[src/rtl/evt_pkg.sv]
package evt_pkg;
  localparam int FN_W = 32;

  // Function word layout, most significant byte first.
  typedef struct packed {
    logic [7:0] thresh;   // [31:24]
    logic       inv;      // 23
    logic       glb_en;   // 22
    logic [2:0] rsv;      // [21:19]
    logic       edg;      // 18
    logic       kern;     // 17
    logic       usr;      // 16
    logic [7:0] umask;    // [15:8]  M=11 E=10 S=9 I=8, all-agent=13
    logic [7:0] sel;      // [7:0]
  } fn_t;

  localparam int UM_ALL_AGENT = 5;
endpackage

[src/rtl/evt_qualify.sv]
module evt_qualify
  import evt_pkg::*;
#(
  parameter int NUM_SRC = 8,
  parameter int CNT_W = 4,
  parameter logic [NUM_SRC-1:0] CACHE_MASK = 8'b0000_1100,
  parameter logic [NUM_SRC-1:0] BUS_MASK = 8'b0011_0000
) (
  input  fn_t                      fn,
  input  logic [NUM_SRC*CNT_W-1:0] evt_count,
  input  logic [NUM_SRC*4-1:0]     evt_state,
  input  logic [NUM_SRC-1:0]       evt_local,
  output logic [CNT_W-1:0]         qcnt,
  output logic                     thr_mode,
  output logic                     hit
);
  logic [CNT_W-1:0] raw;
  logic [3:0]       tag;
  logic             loc, is_cache, is_bus, pass;
  logic [7:0]       qx;

  always_comb begin
    raw = '0;
    tag = '0;
    loc = 1'b0;
    is_cache = 1'b0;
    is_bus = 1'b0;
    for (int s = 0; s < NUM_SRC; s++) begin
      if (fn.sel == 8'(s)) begin
        raw = evt_count[s*CNT_W +: CNT_W];
        tag = evt_state[s*4 +: 4];
        loc = evt_local[s];
        is_cache = CACHE_MASK[s];
        is_bus = BUS_MASK[s];
      end
    end
  end

  always_comb begin
    if (is_cache)    pass = |(fn.umask[3:0] & tag);
    else if (is_bus) pass = fn.umask[UM_ALL_AGENT] | loc;
    else             pass = 1'b1;
    qcnt = pass ? raw : '0;
    qx = 8'(qcnt);
    thr_mode = (fn.thresh != 8'd0) || fn.inv;
    if (!thr_mode)   hit = (qcnt != '0);
    else if (fn.inv) hit = (qx <= fn.thresh);
    else             hit = (qx >= fn.thresh);
  end
endmodule

[src/rtl/evt_counter_slot.sv]
module evt_counter_slot
  import evt_pkg::*;
#(
  parameter int NUM_SRC = 8,
  parameter int CNT_W = 4,
  parameter int CTR_W = 40,
  parameter logic [NUM_SRC-1:0] CACHE_MASK = 8'b0000_1100,
  parameter logic [NUM_SRC-1:0] BUS_MASK = 8'b0011_0000
) (
  input  logic                     clk,
  input  logic                     rst_n,
  input  logic                     en_global,
  input  logic                     priv_kernel,
  input  logic [NUM_SRC*CNT_W-1:0] evt_count,
  input  logic [NUM_SRC*4-1:0]     evt_state,
  input  logic [NUM_SRC-1:0]       evt_local,
  input  logic                     wr_load,
  input  logic [FN_W-1:0]          wr_data,
  output logic [FN_W-1:0]          fn_out,
  output logic [CTR_W-1:0]         ctr_out
);
  fn_t              fn_r;
  logic [CTR_W-1:0] ctr_r;
  logic             prev_r;
  logic [CNT_W-1:0] qcnt;
  logic             thr_mode, hit, mode_ok;
  logic [CTR_W-1:0] step;

  evt_qualify #(
    .NUM_SRC(NUM_SRC), .CNT_W(CNT_W),
    .CACHE_MASK(CACHE_MASK), .BUS_MASK(BUS_MASK)
  ) u_qual (
    .fn(fn_r), .evt_count(evt_count), .evt_state(evt_state),
    .evt_local(evt_local), .qcnt(qcnt), .thr_mode(thr_mode), .hit(hit)
  );

  assign mode_ok = (fn_r.usr & ~priv_kernel) | (fn_r.kern & priv_kernel);

  always_comb begin
    if (!en_global || !mode_ok) step = '0;
    else if (fn_r.edg)          step = CTR_W'(hit && !prev_r);
    else if (thr_mode)          step = CTR_W'(hit);
    else                        step = CTR_W'(qcnt);
  end

  always_ff @(posedge clk) begin
    if (!rst_n) begin
      fn_r   <= '0;
      ctr_r  <= '0;
      prev_r <= 1'b0;
    end else begin
      ctr_r  <= ctr_r + step;
      prev_r <= wr_load ? 1'b0 : (mode_ok && hit);
      if (wr_load) fn_r <= fn_t'(wr_data);
    end
  end

  assign fn_out  = fn_r;
  assign ctr_out = ctr_r;

  a_r8_gate_hold: assert property (@(posedge clk) disable iff (!rst_n)
    !en_global |=> ctr_r == $past(ctr_r));
  a_r7_mode_hold: assert property (@(posedge clk) disable iff (!rst_n)
    (!fn_r.usr && !fn_r.kern) |=> ctr_r == $past(ctr_r));
  a_r4_single_step: assert property (@(posedge clk) disable iff (!rst_n)
    (fn_r.thresh != 8'd0 || fn_r.inv || fn_r.edg) |=> (ctr_r - $past(ctr_r)) <= CTR_W'(1));
  a_r6_no_repeat: assert property (@(posedge clk) disable iff (!rst_n)
    (fn_r.edg && prev_r && !wr_load) |=> ctr_r == $past(ctr_r));
endmodule

[src/rtl/evt_counter_bank.sv]
module evt_counter_bank
  import evt_pkg::*;
#(
  parameter int NUM_CTR = 4,
  parameter int NUM_SRC = 8,
  parameter int CNT_W = 4,
  parameter int CTR_W = 40,
  parameter int TS_W = 64,
  parameter logic [NUM_SRC-1:0] CACHE_MASK = 8'b0000_1100,
  parameter logic [NUM_SRC-1:0] BUS_MASK = 8'b0011_0000,
  localparam int IDX_W = (NUM_CTR > 1) ? $clog2(NUM_CTR) : 1
) (
  input  logic                     clk,
  input  logic                     rst_n,
  input  logic [NUM_SRC*CNT_W-1:0] evt_count,
  input  logic [NUM_SRC*4-1:0]     evt_state,
  input  logic [NUM_SRC-1:0]       evt_local,
  input  logic                     priv_kernel,
  input  logic                     wr_en,
  input  logic [IDX_W-1:0]         wr_idx,
  input  logic [FN_W-1:0]          wr_data,
  output logic                     wr_err,
  input  logic                     rd_valid,
  output logic                     rd_ready,
  output logic                     snap_valid,
  input  logic                     snap_ready,
  output logic [NUM_CTR*FN_W-1:0]  snap_fn,
  output logic [NUM_CTR*CTR_W-1:0] snap_ctr,
  output logic [TS_W-1:0]          snap_ts
);
  logic [NUM_CTR*FN_W-1:0]  fn_all;
  logic [NUM_CTR*CTR_W-1:0] ctr_all;
  logic [TS_W-1:0]          ts_r;
  logic                     sel_ok, en_global, take;

  assign sel_ok    = (wr_data[7:0] < 8'(NUM_SRC));
  assign en_global = fn_all[22];

  for (genvar i = 0; i < NUM_CTR; i++) begin : g_slot
    evt_counter_slot #(
      .NUM_SRC(NUM_SRC), .CNT_W(CNT_W), .CTR_W(CTR_W),
      .CACHE_MASK(CACHE_MASK), .BUS_MASK(BUS_MASK)
    ) u_slot (
      .clk(clk), .rst_n(rst_n), .en_global(en_global),
      .priv_kernel(priv_kernel), .evt_count(evt_count),
      .evt_state(evt_state), .evt_local(evt_local),
      .wr_load(wr_en && sel_ok && (wr_idx == IDX_W'(i))),
      .wr_data(wr_data),
      .fn_out(fn_all[i*FN_W +: FN_W]),
      .ctr_out(ctr_all[i*CTR_W +: CTR_W])
    );
  end

  assign rd_ready = !snap_valid || snap_ready;
  assign take     = rd_valid && rd_ready;

  always_ff @(posedge clk) begin
    if (!rst_n) begin
      ts_r       <= '0;
      wr_err     <= 1'b0;
      snap_valid <= 1'b0;
      snap_fn    <= '0;
      snap_ctr   <= '0;
      snap_ts    <= '0;
    end else begin
      ts_r   <= ts_r + TS_W'(1);
      wr_err <= wr_en && !sel_ok;
      if (take) begin
        snap_valid <= 1'b1;
        snap_fn    <= fn_all;
        snap_ctr   <= ctr_all;
        snap_ts    <= ts_r;
      end else if (snap_ready) begin
        snap_valid <= 1'b0;
      end
    end
  end

  a_r2_ts_step: assert property (@(posedge clk) disable iff (!rst_n)
    rst_n |=> ts_r == $past(ts_r) + TS_W'(1));
  a_r11_reject_keeps: assert property (@(posedge clk) disable iff (!rst_n)
    (wr_en && !sel_ok) |=> (fn_all == $past(fn_all)) && wr_err);
  a_r12_snap_hold: assert property (@(posedge clk) disable iff (!rst_n)
    (snap_valid && !snap_ready) |=> snap_valid && $stable(snap_ts)
      && $stable(snap_ctr) && $stable(snap_fn));
  a_r12_no_take_when_full: assert property (@(posedge clk) disable iff (!rst_n)
    (snap_valid && !snap_ready) |-> !rd_ready);
endmodule

[config.mk]
export PLATFORM = sky130hd
export DESIGN_NAME = evt_counter_bank
export DESIGN_NICKNAME = d
export VERILOG_FILES = /design/src/rtl/evt_pkg.sv /design/src/rtl/evt_qualify.sv /design/src/rtl/evt_counter_slot.sv /design/src/rtl/evt_counter_bank.sv
export SDC_FILE = /design/constraint.sdc
export NUM_CORES = 2
export LEC_CHECK = 0
export ABC_AREA = 1
export BUFFER_PORTS_ARGS = -buffer_cell sky130_fd_sc_hd__buf_2
export CORE_ASPECT_RATIO = 0.75
export CORE_MARGIN = 4
export CORE_UTILIZATION = 58
export CTS_BUF_LIST = sky130_fd_sc_hd__clkbuf_4
export DETAILED_ROUTE_END_ITERATION = 8
export GPL_TIMING_DRIVEN = 0
export PLACE_DENSITY = 0.81
export SLEW_MARGIN = 20
export SYNTH_ARGS = -nofsm -noshare
export SYNTH_HDL_FRONTEND = slang
export SYNTH_SLANG_ARGS = --single-unit
[constraint.sdc]
create_clock -name clk -period 11.1 [get_ports clk]
set_input_delay 0.555 -clock clk [delete_from_list [all_inputs] [get_ports clk]]
set_output_delay 0.555 -clock clk [all_outputs]
set_load 0.01 [all_outputs]
# Word-level counts from Yosys, hierarchy flattened

Cells that the tools add are included.

Add/subtract/negate cells: 5
Magnitude comparators: 9
Equality and inequality tests: 31
Multiplexer cells: 170
Bitwise operators: 22
Reduce and logical (&&, ||, !) cells: 57

Operators with widths:

| cell                    | count |
|---|---|
| $mux W40                | 8 |
| $mux W4                 | 72 |
| $add A40 B40 Y40        | 4 |
| $eq A8 B3 Y1 const B    | 16 |
| $mux W1                 | 90 |
| $add A64 B1 Y64 const B | 1 |
| $eq A8 B2 Y1 const B    | 8 |
| $eq A8 B1 Y1 const B    | 4 |
| $ge A4 B8 Y1            | 4 |
| $le A4 B8 Y1            | 4 |
| $logic_not A8 Y1        | 4 |
| $reduce_bool A8 Y1      | 4 |
| $and A4 B4 Y4           | 4 |
| $reduce_bool A4 Y1      | 4 |
| $reduce_or A4 Y1        | 4 |
| $logic_and A1 B1 Y1     | 15 |
| $logic_not A1 Y1        | 11 |
| $logic_or A1 B1 Y1      | 9 |
| $and A1 B1 Y1           | 8 |
| $lt A8 B4 Y1 const B    | 1 |
| $or A1 B1 Y1            | 8 |
| $reduce_or A2 Y1        | 4 |
| $eq A2 B2 Y1 const B    | 2 |
| $eq A2 B1 Y1 const B    | 1 |
| other kinds (3)         | 4 |

Register bits after elaboration: 710
Input bits: 112
Output and inout port bits: 355
Logic and storage cells: 344

# Longest topological paths before layout

Depth in word-level cells: 20
Gate-level depth with buffers: 51
Gate-level depth less buffers: 50

# By module

Synthesis repeated with hierarchy kept, for this count alone.

Cell total of the unflattened synthesis: 4,934
Area, all modules: 33,355.7 um^2

By module, submodules not included:

| module                                     | instances | cells an instance | area each (um^2) | sequential area each (um^2) |
|---|---|---|---|---|
| evt_counter_bank                           | 1         | 2,158             | 15,748.9         | 8,368.0 |
| evt_counter_slot at g_slot[1].u_slot ...   | 2         | 507               | 3,502.1          | 1,461.4 |
| evt_counter_slot at g_slot[0].u_slot ...   | 2         | 494               | 3,439.5          | 1,461.4 |
| evt_qualify at g_slot[1].u_slot.u_qual ... | 3         | 190               | 903.4            | 0.0 |
| evt_qualify at g_slot[0].u_slot.u_qual     | 1         | 204               | 1,013.5          | 0.0 |

# Worst setup path before layout

Ideal clock, no wire load.

Path type: flip-flop to flip-flop
Start: reg g_slot[3].u_slot.fn_r, in the netlist g_slot[3].u_slot.fn_out[5]
End: reg g_slot[3].u_slot.ctr_r[36]
Setup time: 117 ps
Arrival: 5,024 ps
Data required time: 10,983 ps
Slack: 5,958 ps
Cell stages (with the launch flop): 44
Path buffers: 0
Period minus slack after synthesis: 5,142 ps
Path through: dfxtp_1 > nor2_1 > nand2_2 > inv_2 > nand2_2 > nor2_1 > nand2_2 > o21ai_0 > inv_1 > nand2_1 > nand2_1 > nor2_1 > nand2_1 > nand2_1 > nor2_1 > ha_1 > inv_1 > o21bai_1 > [8 not listed] > fa_1 > nand3b_1 > nand2_1 > nand3_1 > nor2_1 > nand2_1 > nor2_2 > nand4_1 > nor2_2 > nand3_1 > nor3_2 > nand3_2 > nor2_2 > nand3_1 > nor2_1 > nand2_1 > o21ai_1 > a21oi_1

Word-level cells in the longest chain between the ends: 20
Elaborated cells on any way between the ends: 58
Classes of those cells: 1 x add/sub; 2 x order compare; 7 x eq/ne; 42 x mux; 2 x bitwise; 4 x reduce/logical

RTL lines:

| element                                                | line                                           | text |
|---|---|---|
| start: declaration                                     | evt_counter_slot.sv:22                         | `fn_t fn_r;` |
| start signal: assignment                               | evt_counter_slot.sv:54                         | `if (wr_load) fn_r <= fn_t'(wr_data);` |
| $logic_not A8 Y1                                       | evt_qualify.sv:29                              | `if (fn.sel == 8'(s)) begin` |
| $mux W4 / $mux W1 (equally long branches) (8 in a row) | evt_qualify.sv:29                              |  |
| $and A4 B4 Y4 / $or A1 B1 Y1 (equally long branches)   | evt_qualify.sv:40, evt_qualify.sv:41           |  |
| $reduce_or A4 Y1 / $mux W1 (equally long branches)     | evt_qualify.sv:40, evt_qualify.sv:41           |  |
| $mux W1                                                | evt_qualify.sv:40                              | `if (is_cache) pass = \|(fn.umask[3:0] & tag);` |
| $mux W4 (*)                                            | evt_qualify.sv:43                              | `qcnt = pass ? raw : '0;` |
| $ge A4 B8 Y1 / $le A4 B8 Y1 (equally long branches)    | evt_qualify.sv:48, evt_qualify.sv:47           |  |
| $mux W1                                                | evt_qualify.sv:47                              | `else if (fn.inv) hit = (qx <= fn.thresh);` |
| $mux W1                                                | evt_qualify.sv:46                              | `if (!thr_mode) hit = (qcnt != '0);` |
| $mux W4 / $logic_and A1 B1 Y1 (equally long branches)  | evt_counter_slot.sv:42, evt_counter_slot.sv:41 |  |
| $mux W40 (*)                                           | evt_counter_slot.sv:41                         | `else if (fn_r.edg) step = CTR_W'(hit && !prev_r);` |
| $mux W40 (*)                                           | evt_counter_slot.sv:40                         | `if (!en_global \|\| !mode_ok) step = '0;` |
| $add A40 B40 Y40 (*)                                   | evt_counter_slot.sv:52                         | `ctr_r <= ctr_r + step;` |
| end signal: assignment                                 | evt_counter_slot.sv:52                         |  |
| end: declaration                                       | evt_counter_slot.sv:23                         | `logic [CTR_W-1:0] ctr_r;` |

Every way passes the cells marked *; elsewhere a longest branch is shown, timed or not.
A chain may end at the register's enable or synchronous reset.

# Worst setup path in the final report

Start: reg g_slot[3].u_slot.fn_r, in the netlist g_slot[3].u_slot.fn_out[2]
End: reg g_slot[3].u_slot.ctr_r[36]

The elaborated chain is that of the path after synthesis.

==> implementation parameters <==
Parameter                              Value

Status
  Result of the run    complete, no violations

Synth
  Post-synthesis area per instance    7.247 µm²
  Number of distinct library cells after synthesis    52
  Number of standard cells after synthesis    4219
  Most used standard cell by instance count after synthesis    dfxtp_1
  Total standard cell area after synthesis    0.03058 mm²
  Area leader, netlist    dfxtp_1
  Register bit count reported by yosys    710
  Number of warnings reported in the yosys synthesis log    0
  Post-synth EDFFs    0
  Post-Synthesis Net Count    4364
  Most instantiated cells after synthesis    dfxtp_1, nor2_1, o21ai_0, nand2_1, a21oi_1
  Sequential area share after synthesis    46.48%
  Synth async-reset ratio    0%
  Flip-flop cell with the highest count after synthesis    dfxtp_1
  Top cells by area, synth    dfxtp_1, o21ai_0, nor2_1
  Share of the synthesized area in the top cell type    46.48%

Setup path
  CP arrival    7900 ps
  Longest individual stage delay on the worst path    550 ps
  WS Path Type    reg2reg
  Crit path max fanout    7
  Required time of the worst setup path    11930 ps
  Worst-path cell with the longest stage delay    nor2_1
  Nature of the critical path endpoint    flip-flop
  Delay-heaviest family, CP    simple AND/OR/NAND/NOR gates
  Bufs and invs on worst path    4
  Setup crit start kind    flip-flop
  Cell mode on critical path    nand2_1

STA
  Setup repair after global routing missed its margin    false
  Period utilization    63.66%
  Upper clock frequency limit    0.1415 GHz
  Final hold violations    0
  Final critical delay including setup and external delays    7066 ps
  Max-slew headroom    18.56%
  Post-Route Hold Slack    150.4 ps
  Tightest Pin Transition    1222 ps
  Setup slack after layout    4034 ps
  Max-slew violations    0
  Final Setup Violations    0
  Setup TNS    0 ps
  Fin Clk Skew    61.09 ps

Drt
  First-pass iteration count of the detailed router    7
  Metal-1 WL    49220 µm
  Remaining number of nets flagged by the antenna check after routing    0
  Number of remaining DRC errors    0
  Highest metal layer with signal wires    met5
  Via count    33210
  DRT iter0 DRCs    4270
  DR WL met3    16680 µm
  Average via count per standard cell    5.814
  Detailed-route wire length per cell    20.76 µm
  Met2 WL post-DR    48150 µm
  Total detailed-routing wirelength    118600 µm

Global route
  Maximum number of pins on one net before global-route repair    17
  Gr ovfl total    0
  Antenna violations before repair    8
  Via count of the first global-routing pass    29760
  Combined global-route utilization of all metal layers    40.03%
  Wire length of the first global-routing pass    173400 µm

Placed design
  Sum of net half-perimeters after detailed placement    91020 µm
  DP Worst Slack    4338 ps
  PortBufs    460
  GPL Wtd Cong    1.131
  Number of placed instances with taps included    5382

Clocking
  Clock tree root driver cell    clkbuf_4
  Clock tree from TritonCTS    done
  Largest buffer count on any clock path    3
  Number of sinks on the clock net    710
  Post-CTS clock slew at the launch and capture registers of the worst setup and hold paths    70 ps
  Number of buffers added by the clock tree synthesis step    167
  Resized Gates After CTS    0
  Clock network latency to the later pin of the worst-skew pair    940 ps
  CTS H-tree lvls    4

Floorplan
  Die Outline Area    0.05649 mm²
  Die Span X    273.1 µm
  Number of ports placed on the die boundary    467
  Number of placement rows    72
  Floorplan Core Area    0.05189 mm²
  Die outline height    206.8 µm
  Starting density of the core    58.93%

Pwr
  Power Dens Cells    147.0 mW/mm²
  Maximum VDD drop    0.1188 mV
  LEAKAGE    15.53 nW

Finish
  Finished Core Util    69.80%
  Total Nets Final    5023
  Layout cells sized above 1    16.14%
  Syn-to-layout area delta    18.45%
  Number of cells in the finished layout apart from fillers    5711

Worst hold path
  Worst min-delay path category    in2reg

Run
  Maxcap violations    0
[area by class of cell]
cell class	instances	area, µm²
clock inverters	47	274.0
flip-flops and latches	710	14210
diodes	7	17.52
fillers	4546	15670
well taps	703	879.6
repair buffers	490	2603
multi-input cells	2869	13980
plain buffers	182	690.7
inverters	458	1719
clock buffers	245	1839
[registers in the layout, summed over array words and instances (netlist names)]
signal and flops:
wr_err 1, snap_fn 128, ts_r 64, g_slot.u_slot.prev_r 4
g_slot.u_slot.ctr_out 160, g_slot.u_slot.fn_out 128, snap_ts 64, snap_ctr 160
snap_valid 1
[cells in the final DEF (no fill, tap or decap), drive strengths merged, types with 29 or more instances in the layout]
cell         Yosys  final
nand4           67     67
nor4            50     50
a21oi          457    457
buf             10    469
dfxtp          710    710
clkbuf         172    418
ha              29     29
nor2           733    733
nand3          143    143
nor3           151    151
o21ai          622    622
dlygate4sd3      0     30
nand2          483    483
clkinv           5     42
inv            453    456
[path summary, 6_finish.rpt]
check / start / to / slack, ps / depth (start not counted)
worst max-delay path: g_slot[3].u_slot.fn_out[2] / g_slot[3].u_slot.ctr_out[36] / 4030 / 42
worst min-delay path: wr_idx[1] / g_slot[1].u_slot.fn_out[18] / 150 / 4
worst max register to register: g_slot[3].u_slot.fn_out[2] / g_slot[3].u_slot.ctr_out[36] / 4030 / 42
worst min register to register: ts_r[42] / ts_r[42] / 450 / 1
[report_power, final]
group          internal, W  switching, W  total, W  leakage (nW)
sequential         0.00263     0.0000548   0.00269          5.78
clock              0.00106       0.00108   0.00214          1.24
combinational     0.000158      0.000340  0.000498          8.50
[tightest hold or removal path: stages]
cell and delay (ps):
buf_2 130, nor3_2 120, o21ai_0 160, nor2_1 40
[cell families (layout without fill, tap and decap cells)]
| family | after synthesis | in the layout | share of synthesized area, % |
|---|---|---|---|
| XOR/XNOR | 18 | 18 | 0.5156 |
| buffers and inverters | 640 | 1422 | 7.873 |
| AND/OR/NAND/NOR | 1658 | 1658 | 24.00 |
| AO/OA/AOI/OAI | 1160 | 1160 | 19.67 |
| other | 0 | 7 | 0 |
| adder cells (fa/ha/maj) | 33 | 33 | 1.449 |
| flip-flops | 710 | 710 | 46.48 |
[what timing repair did]
action | CTS | global route
hold buffers | 30 | 0
endpoints found under the hold margin | 106 | 0
buffers inserted | 0 | 0
[layer usage]
metal,GRT usage [%],vias up
li1,-,15450
met3,14.92,284
met5,1.528,-
met1,55.36,15400
met4,14.44,8
met2,57.27,2066
[metrics by stage]
| step | instance area (µm²) | power [W] |
|---|---|---|
| after floorplan | 30580 | 0.002968 |
| after global placement | 33760 | 0.003204 |
| after detailed placement | 33780 | 0.003211 |
| after CTS | 36190 | 0.005312 |
| after global routing | 36210 | 0.005511 |
| final | 36220 | 0.005326 |
Power figures use the tool's default switching activity.
